<file path="src/rtl/host_irq_pkg.sv">
package host_irq_pkg;
  localparam int DMA_N  = 8;
  localparam int XLAT_N = 4;
  localparam int LOC_N  = 8;
  localparam int REG_W  = 2 * DMA_N + 2 * XLAT_N + LOC_N;

  typedef struct packed {
    logic wrStatus;
    logic wrMask;
    logic rdStatus;
    logic rdMask;
  } regStrobe_t;
endpackage

</file>
<file path="src/rtl/host_irq_regs.sv">
module host_irq_regs
  import host_irq_pkg::*;
(
  input  logic             clk,
  input  logic             rstN,
  input  regStrobe_t       strb,
  input  logic [REG_W-1:0] wrData,
  input  logic [REG_W-1:0] evtVec,
  output logic [REG_W-1:0] rdData,
  output logic [REG_W-1:0] statusQ,
  output logic [REG_W-1:0] maskQ,
  output logic             pendAny
);
  logic [REG_W-1:0] clrVec;

  assign clrVec  = strb.wrStatus ? wrData : '0;
  assign pendAny = |(statusQ & maskQ);

  always_ff @(posedge clk) begin
    if (!rstN) begin
      statusQ <= '0;
      maskQ   <= '0;
    end else begin
      statusQ <= (statusQ & ~clrVec) | evtVec;
      if (strb.wrMask) maskQ <= wrData;
    end
  end

  always_comb begin
    rdData = '0;
    if (strb.rdStatus) rdData = statusQ;
    else if (strb.rdMask) rdData = maskQ;
  end
endmodule

</file>
<file path="src/rtl/host_irq_ctrl.sv">
module host_irq_ctrl
  import host_irq_pkg::*;
#(
  parameter int ADDR_W = 3
) (
  input  logic              clk,
  input  logic              rstN,
  input  logic              regWr,
  input  logic [ADDR_W-1:0] regAddr,
  input  logic              pendAny,
  input  logic              msiEnable,
  input  logic              msiAck,
  input  logic              legacyAck,
  output regStrobe_t        strb,
  output logic              msiReq,
  output logic              legacyReq,
  output logic              legacyLevel
);
  localparam logic [ADDR_W-1:0] STATUS_ADDR = ADDR_W'(0);
  localparam logic [ADDR_W-1:0] MASK_ADDR   = ADDR_W'(4);

  logic pendPrev;
  logic lineQ;
  logic pendRise;
  logic legTarget;

  assign strb.rdStatus = (regAddr == STATUS_ADDR);
  assign strb.rdMask   = (regAddr == MASK_ADDR);
  assign strb.wrStatus = regWr && strb.rdStatus;
  assign strb.wrMask   = regWr && strb.rdMask;

  assign pendRise  = pendAny && !pendPrev;
  assign legTarget = pendAny && !msiEnable;

  always_ff @(posedge clk) begin
    if (!rstN) begin
      pendPrev    <= 1'b0;
      msiReq      <= 1'b0;
      legacyReq   <= 1'b0;
      legacyLevel <= 1'b0;
      lineQ       <= 1'b0;
    end else begin
      pendPrev <= pendAny;
      msiReq   <= (msiReq && !msiAck) || (pendRise && msiEnable);
      if (legacyReq) begin
        if (legacyAck) legacyReq <= 1'b0;
      end else if (legTarget != lineQ) begin
        legacyReq   <= 1'b1;
        legacyLevel <= legTarget;
        lineQ       <= legTarget;
      end
    end
  end
endmodule

</file>
<file path="src/rtl/host_irq_agg.sv">
module host_irq_agg
  import host_irq_pkg::*;
#(
  parameter int ADDR_W = 3
) (
  input  logic              clk,
  input  logic              rstN,
  input  logic [DMA_N-1:0]  dmaDone,
  input  logic [DMA_N-1:0]  dmaErr,
  input  logic [XLAT_N-1:0] axiXlatEvt,
  input  logic [XLAT_N-1:0] pcieXlatEvt,
  input  logic [LOC_N-1:0]  localIrq,
  input  logic              regWr,
  input  logic [ADDR_W-1:0] regAddr,
  input  logic [REG_W-1:0]  regWrData,
  output logic [REG_W-1:0]  regRdData,
  input  logic              msiEnable,
  output logic              msiReq,
  input  logic              msiAck,
  output logic              legacyReq,
  output logic              legacyLevel,
  input  logic              legacyAck
);
  regStrobe_t       strb;
  logic [REG_W-1:0] evtVec;
  logic [REG_W-1:0] statusQ;
  logic [REG_W-1:0] maskQ;
  logic             pendAny;

  assign evtVec = {localIrq, pcieXlatEvt, axiXlatEvt, dmaErr, dmaDone};

  host_irq_regs u_regs (
    .clk     (clk),
    .rstN    (rstN),
    .strb    (strb),
    .wrData  (regWrData),
    .evtVec  (evtVec),
    .rdData  (regRdData),
    .statusQ (statusQ),
    .maskQ   (maskQ),
    .pendAny (pendAny)
  );

  host_irq_ctrl #(.ADDR_W(ADDR_W)) u_ctrl (
    .clk         (clk),
    .rstN        (rstN),
    .regWr       (regWr),
    .regAddr     (regAddr),
    .pendAny     (pendAny),
    .msiEnable   (msiEnable),
    .msiAck      (msiAck),
    .legacyAck   (legacyAck),
    .strb        (strb),
    .msiReq      (msiReq),
    .legacyReq   (legacyReq),
    .legacyLevel (legacyLevel)
  );
endmodule

</file>
<file path="config.mk">
export PLATFORM = sky130hd
export DESIGN_NAME = host_irq_agg
export DESIGN_NICKNAME = d
export VERILOG_FILES = /design/src/rtl/host_irq_pkg.sv /design/src/rtl/host_irq_regs.sv /design/src/rtl/host_irq_ctrl.sv /design/src/rtl/host_irq_agg.sv
export SDC_FILE = /design/constraint.sdc
export NUM_CORES = 1
export LEC_CHECK = 0
export CORE_ASPECT_RATIO = 1.1
export CORE_UTILIZATION = 45
export DETAILED_ROUTE_END_ITERATION = 10
export GPL_TIMING_DRIVEN = 0
export PLACE_DENSITY = 0.8
export SYNTH_ARGS = -nofsm -noshare
export SYNTH_HDL_FRONTEND = slang
export SYNTH_HIERARCHICAL = 1
export SYNTH_SLANG_ARGS = --single-unit
</file>
<file path="constraint.sdc">
create_clock -name clk -period 2.1 [get_ports clk]
set_input_delay 0.42 -clock clk [delete_from_list [all_inputs] [get_ports clk]]
set_output_delay 0.42 -clock clk [all_outputs]
set_load 0.1 [all_outputs]
</file>
Word level (Yosys, flattened, before mapping)
Index checks and enable logic that the tools add are counted.
{"block": "op_classes", "bitwise_logic": 5, "magnitude_cmp": 0, "n_mux": 6, "n_mul": 0, "div": 0, "addsub": 0, "shift": 0, "eq_ne": 2, "n_reduce_logical": 13}
{"operator": "$mux 32", "count": 3}
{"operator": "$and 32x32->32", "count": 2}
{"operator": "$not 32->32", "count": 1}
{"operator": "$or 32x32->32", "count": 1}
{"operator": "$reduce_or 32->1", "count": 1}
{"operator": "$logic_and 1x1->1", "count": 6}
{"operator": "$eq 3x3->1 const B", "count": 1}
{"operator": "$logic_not 1->1", "count": 3}
{"operator": "$logic_not 3->1", "count": 1}
{"operator": "$mux 1", "count": 3}
{"operator": "$reduce_and 2->1", "count": 1}
{"operator": "$logic_or 1x1->1", "count": 1}
{"operator": "$ne 1x1->1", "count": 1}
{"operator": "$not 1->1", "count": 1}
{"block": "totals", "latchBits": 0, "mem_count": 0, "ram_bits": 0, "ff_bits": 68, "mem_bits_ro": 0, "output_inout_bits": 35}

Depth between registers and ports, before layout
Gate-level depths: netlist of run 1.
{"block": "logic_depth", "word_depth": 6, "depth_mapped": 6}

By module
Netlist of run 1, hierarchy kept.
{"mod": "host_irq_regs", "seq_area_each_um2": 1281.2, "cells_each": 365, "area_each_um2": 2935.3, "instances": 1}
{"mod": "host_irq_ctrl", "seq_area_each_um2": 80.1, "cells_each": 20, "area_each_um2": 191.4, "instances": 1}

Worst setup path before layout of run 1
No wires, ideal clock.
{"block": "synth_path", "kind": "input to output", "startpoint": "input port regAddr[1]", "endpoint": "output port regRdData[0]", "slack_ns": -1.631, "stages": 4, "t_required_ns": 1.680, "path_buffers": 1, "arrival_ns": 3.311, "path_cell_list": "nor3b_1 > clkbuf_1 > nand2_1 > o21ai_0"}
{"block": "synth_via", "elab_chain_cells": 3}
{"element": "start, declared", "line": "host_irq_agg.sv:14", "text": "input logic [ADDR_W-1:0] regAddr,"}
{"element": "$eq 3x3->1", "line": "host_irq_ctrl.sv:28", "text": "assign strb.rdMask = (regAddr == MASK_ADDR);"}
{"element": "$mux 32", "line": "host_irq_regs.sv:32", "text": "else if (strb.rdMask) rdData = maskQ;"}
{"element": "$mux 32 *", "line": "host_irq_regs.sv:31", "text": "if (strb.rdStatus) rdData = statusQ;"}
{"element": "end, declared", "line": "host_irq_agg.sv:16", "text": "output logic [REG_W-1:0] regRdData,"}
Mark *: on every way between the ends. The rest lies on a longest branch, timed or not.

Worst setup path in the final report of run 1
{"block": "layout_path", "startpoint": "register u_ctrl.legacyReq", "endpoint": "output port legacyReq"}
{"element": "start, declared", "line": "host_irq_ctrl.sv:16", "text": "output logic legacyReq,"}
{"element": "start signal, assigned", "line": "host_irq_ctrl.sv:39", "text": "legacyReq <= 1'b0;"}
{"element": "start signal, assigned", "line": "host_irq_ctrl.sv:46", "text": "if (legacyAck) legacyReq <= 1'b0;"}
{"element": "start signal, assigned", "line": "host_irq_ctrl.sv:48", "text": "legacyReq <= 1'b1;"}
{"element": "end, declared", "line": "host_irq_agg.sv:20", "text": "output logic legacyReq,"}
No word-level cell between the ends.

==> flow_summary.ini, run 1 <==
[critical_path]
critPathKind = reg2out
crit_required_ns = 1.68
r2r-start = u_regs/statusQ[17]
startpoint = u_ctrl/legacyReq
crit_fanout = 6
critical_path.cell_chain = clkdlybuf4s15_1
worst_path_dominant_cell_family = buffers and inverters
critPathSlowestCell = clkdlybuf4s15_1
end_kind = primary output
cp-start-kind = register
cp_data_arrival_time_ns = 1.61
worst-path-buf-inv = 1
max_stage_delay_ns = 0.85

[global_routing]
grt_pass1_vias = 3530
grt_usage = 0.347
grt_max_degree = 14
grt_pass1_wl_microns = 18100
overflow = 0
antenna_found_initial = 0

[sta]
rsz0062_at_grt = false
finalMaxSlewViolations = 0
fin_crit_sh = 0.966
worst_pin_slew_ns = 0.950
fin_tns_setup_ns = 0
fmax_mhz = 493
fin_crit_ns = 2.03
hold_viol_final = 0
finalSetupViolations = 0
fin_skew_ns = 0.00980
whs_ns = 0.490
slew_headroom = 0.369

[floorplan]
fp.dieW_microns = 81.5
die_h_microns = 89.4
initial_utilization = 0.471
dieArea_sq_um = 7290
num_rows = 31
core_area_sq_um = 6630
boundaryPins = 108

[place]
place_congestion = 0.863
dp_hpwl_microns = 7280
dpl-instance-area_sq_um = 4680
io_buffers = 107
place_inst = 574

[clock_tree]
clock_tree.buffer_depth = 2
ctsHoldBuffers = 0
htree_levels = 3
tritoncts = yes
cts_made_buffers = 9
clock-sinks = 68
insertion_delay_ns = 0.34
clock-root-buffer = clkbuf_8
clk_pin_slew_ns = 0.08

[finish]
design_area_sq_um = 5610
area_delta_synth_final_pct = 79.4
layoutNonFillerInstCount = 606
seqCellArea_sq_um = 1360
nNetsFinal = 592
fill_cells = 367
fin_util = 0.846
diodes = 0
drive_gt1_frac = 0.248
multiInputGateArea_sq_um = 2090

[detailed_routing]
wl_microns = 12600
viasPerCell = 5.75
vias = 3486
wl_per_cell_microns = 20.9
drtIter0Drc = 325
drt-pass1-iter-count = 6
ant_nets = 0
drcViolationCount = 0

[logic_synthesis]
synthDistinctLibCells = 25
synth_area_sq_um = 3130
ys_seq_elements = 68
ys_seq_area_frac = 0.435
syn_area_per_cell_sq_um = 8.12
syn_inst = 385
ys_warn_count = 6
synth_fp_nets = 458

[power_and_ir_drop]
vdd_ir_drop_max_mv = 0.484
power_density_nw_per_um2 = 598
leakage_nw = 1.98

[worst_hold_path]
min_from = u_ctrl/lineQ
min_path_type = reg2reg

[status]
status = finished clean

[job]
drv_cap = 0
## layout by cell type (no fill, tap or decap), types with 10 or more instances in the layout
cell type	n
nand2_1	84
clkdlybuf4s50_1	69
dfxtp_1	68
nor2b_1	64
o21ai_4	32
a21oi_1	32
mux2i_1	32
buf_12	28
a22oi_1	15
nand2_2	13
clkbuf_8	11
clkbuf_16	11
clkbuf_1	10
## state kept, by name (all words and copies together) (netlist names)
name and cells:
u_regs/maskQ 32, u_regs/statusQ 32, u_ctrl/legacyReq 1, u_ctrl/lineQ 1
u_ctrl/msiReq 1, u_ctrl/pendPrev 1
## per-stage QoR
step	total power, mW	setup slack (ns)
CTS	3.32	-0.00367
global placement	2.03	-1.76
floorplan	1.78	-0.0132
finish	3.35	0.0721
detailed placement	2.04	-1.76
global route	3.45	0.0105
## final cells by class
type / instances / share of cell area
plain buffers: 24 / 0.0511
multi-input cells: 293 / 0.372
flip-flops and latches: 68 / 0.243
repair buffers: 123 / 0.276
clock inverters: 7 / 0.0181
well taps: 82 / 0.0183
clock buffers: 9 / 0.0221
## kinds of logic after synthesis
group | count (synthesis) | share of synthesized area
multiplexers | 32 | 0.102
AND/OR/NAND/NOR | 177 | 0.279
buffers and inverters | 24 | 0.0304
AO/OA/AOI/OAI | 84 | 0.153
flip-flops | 68 | 0.435
## layer usage
layer  GRT usage  wire length (microns)
met1       0.383                   4800
met2       0.618                   6310
met3      0.0633                    911
met4       0.203                    622
met5           0                      0
## where the power goes
| part | switching, mW | internal [mW] |
|---|---|---|
| combinational | 0.390 | 0.332 |
| sequential | 0.0625 | 1.36 |
| clock | 0.540 | 0.674 |
| total | 0.993 | 2.36 |
## timing repair
item	in CTS	in global routing
buffers inserted	10	0
endpoints found under the setup margin	35	33
resized for setup	335	13
gates cloned	5	1
pin swaps	3	5
## cells in the mapped netlist
cell | number | share of area
a21bo_2 | 1 | 0.0032
nand2_1 | 97 | 0.12
or2b_1 | 1 | 0.0024
nor4bb_1 | 1 | 0.0032
nor2b_1 | 64 | 0.13
nand3b_1 | 1 | 0.0024
nor2_1 | 1 | 0.0012
nand2b_1 | 1 | 0.0020
a21oi_1 | 32 | 0.051
or3b_1 | 1 | 0.0028
and2_1 | 3 | 0.0060
clkbuf_1 | 20 | 0.024
buf_2 | 4 | 0.0064
or4_1 | 1 | 0.0024
mux2i_1 | 32 | 0.10
a21boi_1 | 1 | 0.0024
a21boi_0 | 1 | 0.0024
dfxtp_1 | 68 | 0.44
nor3_1 | 1 | 0.0016
a211oi_1 | 1 | 0.0024
nand4_1 | 4 | 0.0080
o21ai_0 | 32 | 0.051
a22oi_2 | 1 | 0.0040
nor3b_1 | 1 | 0.0024
a22oi_1 | 15 | 0.036
## path summary, 6_finish.rpt
kind / to / slack [ns] / cells past startpoint
setup / recovery: legacyReq / 0.07 / 1
hold reg to reg: u_ctrl/lineQ / 0.49 / 2
setup reg to reg: u_ctrl/legacyReq / 0.17 / 5
hold / removal: u_ctrl/lineQ / 0.49 / 2
Note: power is estimated with default switching activity, not from simulation.
==> run 2: changes to the inputs <==
--- a/config.mk
+++ b/config.mk
@@ -7,9 +7,10 @@
 export LEC_CHECK = 0
 export CORE_ASPECT_RATIO = 1.1
 export CORE_UTILIZATION = 45
+export CTS_CLUSTER_DIAMETER = 40
 export DETAILED_ROUTE_END_ITERATION = 10
 export GPL_TIMING_DRIVEN = 0
-export PLACE_DENSITY = 0.8
+export PLACE_DENSITY_LB_ADDON = 0.12
 export SYNTH_ARGS = -nofsm -noshare
 export SYNTH_HDL_FRONTEND = slang
 export SYNTH_HIERARCHICAL = 1
==> flow_summary.ini, run 2 (synthesized netlist as in run 1, its figures left out) <==
[power_and_ir_drop]
power_mw = 3.32
vdd_ir_drop_max_mv = 0.417
leakage_nw = 1.95
power_density_nw_per_um2 = 601

[critical_path]
reg2regPathDepth = 5
worst-path-buf-inv = 1
crit_required_ns = 1.68
worst_path_dominant_cell_family = buffers and inverters
cp-start-kind = register
cp_data_arrival_time_ns = 1.63
crit_fanout = 6
crit_cells = 1
r2r-start = u_regs/statusQ[16]
critPathKind = reg2out
critPathSlowestCell = clkdlybuf4s15_1
endpoint = legacyReq
worstReg2RegEnd = u_ctrl/legacyReq
end_kind = primary output
rrSetupSlack_ns = 0.24
max_stage_delay_ns = 0.85
critical_path.cell_chain = clkdlybuf4s15_1
startpoint = u_ctrl/legacyReq

[sta]
finalMaxSlewViolations = 0
fin_skew_ns = 0.00643
fin_tns_setup_ns = 0
hold_viol_final = 0
rsz0062_at_grt = false
fin_crit_ns = 2.05
worst_slack_ns = 0.0549
worst_pin_slew_ns = 0.951
fmax_mhz = 489
whs_ns = 0.482
slew_headroom = 0.368
fin_crit_sh = 0.974
finalSetupViolations = 0

[clock_tree]
ctsHoldBuffers = 0
clock-sinks = 68
clock-root-buffer = clkbuf_8
insertion_delay_ns = 0.36
htree_levels = 3
tritoncts = yes
cts_made_buffers = 9
clk_pin_slew_ns = 0.07
clock_tree.buffer_depth = 2

[detailed_routing]
viasPerCell = 5.55
drcViolationCount = 0
drtIter0Drc = 305
wl_per_cell_microns = 18.8
drt-pass1-iter-count = 4
vias = 3348
ant_nets = 0
wl_microns = 11300

[global_routing]
grt_usage = 0.325
grt_max_degree = 12
antenna_found_initial = 0
grt_pass1_wl_microns = 17100
overflow = 0
grt_pass1_vias = 3476

[place]
place_congestion = 0.872
place_inst = 574
dpl-instance-area_sq_um = 4680
io_buffers = 107
dp_hpwl_microns = 7100
dpl_worst_slack_ns = -1.76

[finish]
fin_util = 0.832
layout_commonest_cell = nand2_1
design_area_sq_um = 5520
drive_gt1_frac = 0.223
area_delta_synth_final_pct = 76.6
diodes = 0
largestRegisters = u_regs/maskQ: 32 flops, u_regs/statusQ: 32 flops
nNetsFinal = 589
seqCellArea_sq_um = 1360
multiInputGateArea_sq_um = 2060
layoutNonFillerInstCount = 603
final_cell_mix = 94 x nand2_1, 69 x clkdlybuf4s50_1, 68 x dfxtp_1
fill_cells = 386

[status]
status = finished clean

[floorplan]
boundaryPins = 108
die_h_microns = 89.4
num_rows = 31
dieArea_sq_um = 7290
fp.dieW_microns = 81.5
initial_utilization = 0.471
core_area_sq_um = 6630

[worst_hold_path]
min_path_type = reg2reg

[job]
drv_cap = 0
## run 2: changes by cell type in the layout (fill, tap and decap cells not counted), sizes merged
cell      delta
clkinvlp     -2
clkbuf       -1
## run 2: metal layers
metal  wire length [microns]  vias to the layer above  track usage
met5                       0                        -            0
met4                     331                        0        0.175
met3                     774                       30       0.0643
met2                    5840                      138        0.581
met1                    4360                     1613        0.361
li1                        -                     1567            -
## run 2: cell type report
cell class | instances | share of cell area
multi-input cells | 293 | 0.373
flip-flops and latches | 68 | 0.247
clock inverters | 5 | 0.0136
plain buffers | 24 | 0.0481
repair buffers | 120 | 0.274
clock buffers | 11 | 0.0256
well taps | 82 | 0.0186
## run 2: worst min path at each step
stage                          startpoint  slack [ns]             to  cells after the start
after floorplan           u_ctrl/pendPrev        0.48  u_ctrl/msiReq                      2
after detailed placement    u_ctrl/msiReq        0.47  u_ctrl/msiReq                      2
final                        u_ctrl/lineQ        0.48   u_ctrl/lineQ                      2
after CTS                   u_ctrl/msiReq        0.48  u_ctrl/msiReq                      2
after global placement       u_ctrl/lineQ        0.47   u_ctrl/lineQ                      2
after global routing         u_ctrl/lineQ        0.51   u_ctrl/lineQ                      2
## run 2: power by group
part	total, mW	internal, mW	switching, mW
clock network	1.21	0.695	0.515
registers	1.42	1.36	0.0602
logic	0.694	0.324	0.370
total	3.32	2.37	0.945
## run 2: tightest hold or removal path, stage by stage, from the launching register on
cell and delay [ns]:
dfxtp_1 0.33, nand2_1 0.06, a21boi_1 0.05
## run 2: repair_timing
action	in CTS	in global routing
buffers inserted	7	1
gates cloned	4	1
setup endpoints to repair	35	33
gates resized for setup	328	9
pin swaps	4	4
==> run 3: changes to the inputs <==
--- a/config.mk
+++ b/config.mk
@@ -5,6 +5,7 @@
 export SDC_FILE = /design/constraint.sdc
 export NUM_CORES = 1
 export LEC_CHECK = 0
+export CAP_MARGIN = 0
 export CORE_ASPECT_RATIO = 1.1
 export CORE_UTILIZATION = 45
 export CTS_CLUSTER_DIAMETER = 40
==> results of run 3 <==
No change in the layout: final DEF, timing and power equal those of run 2.
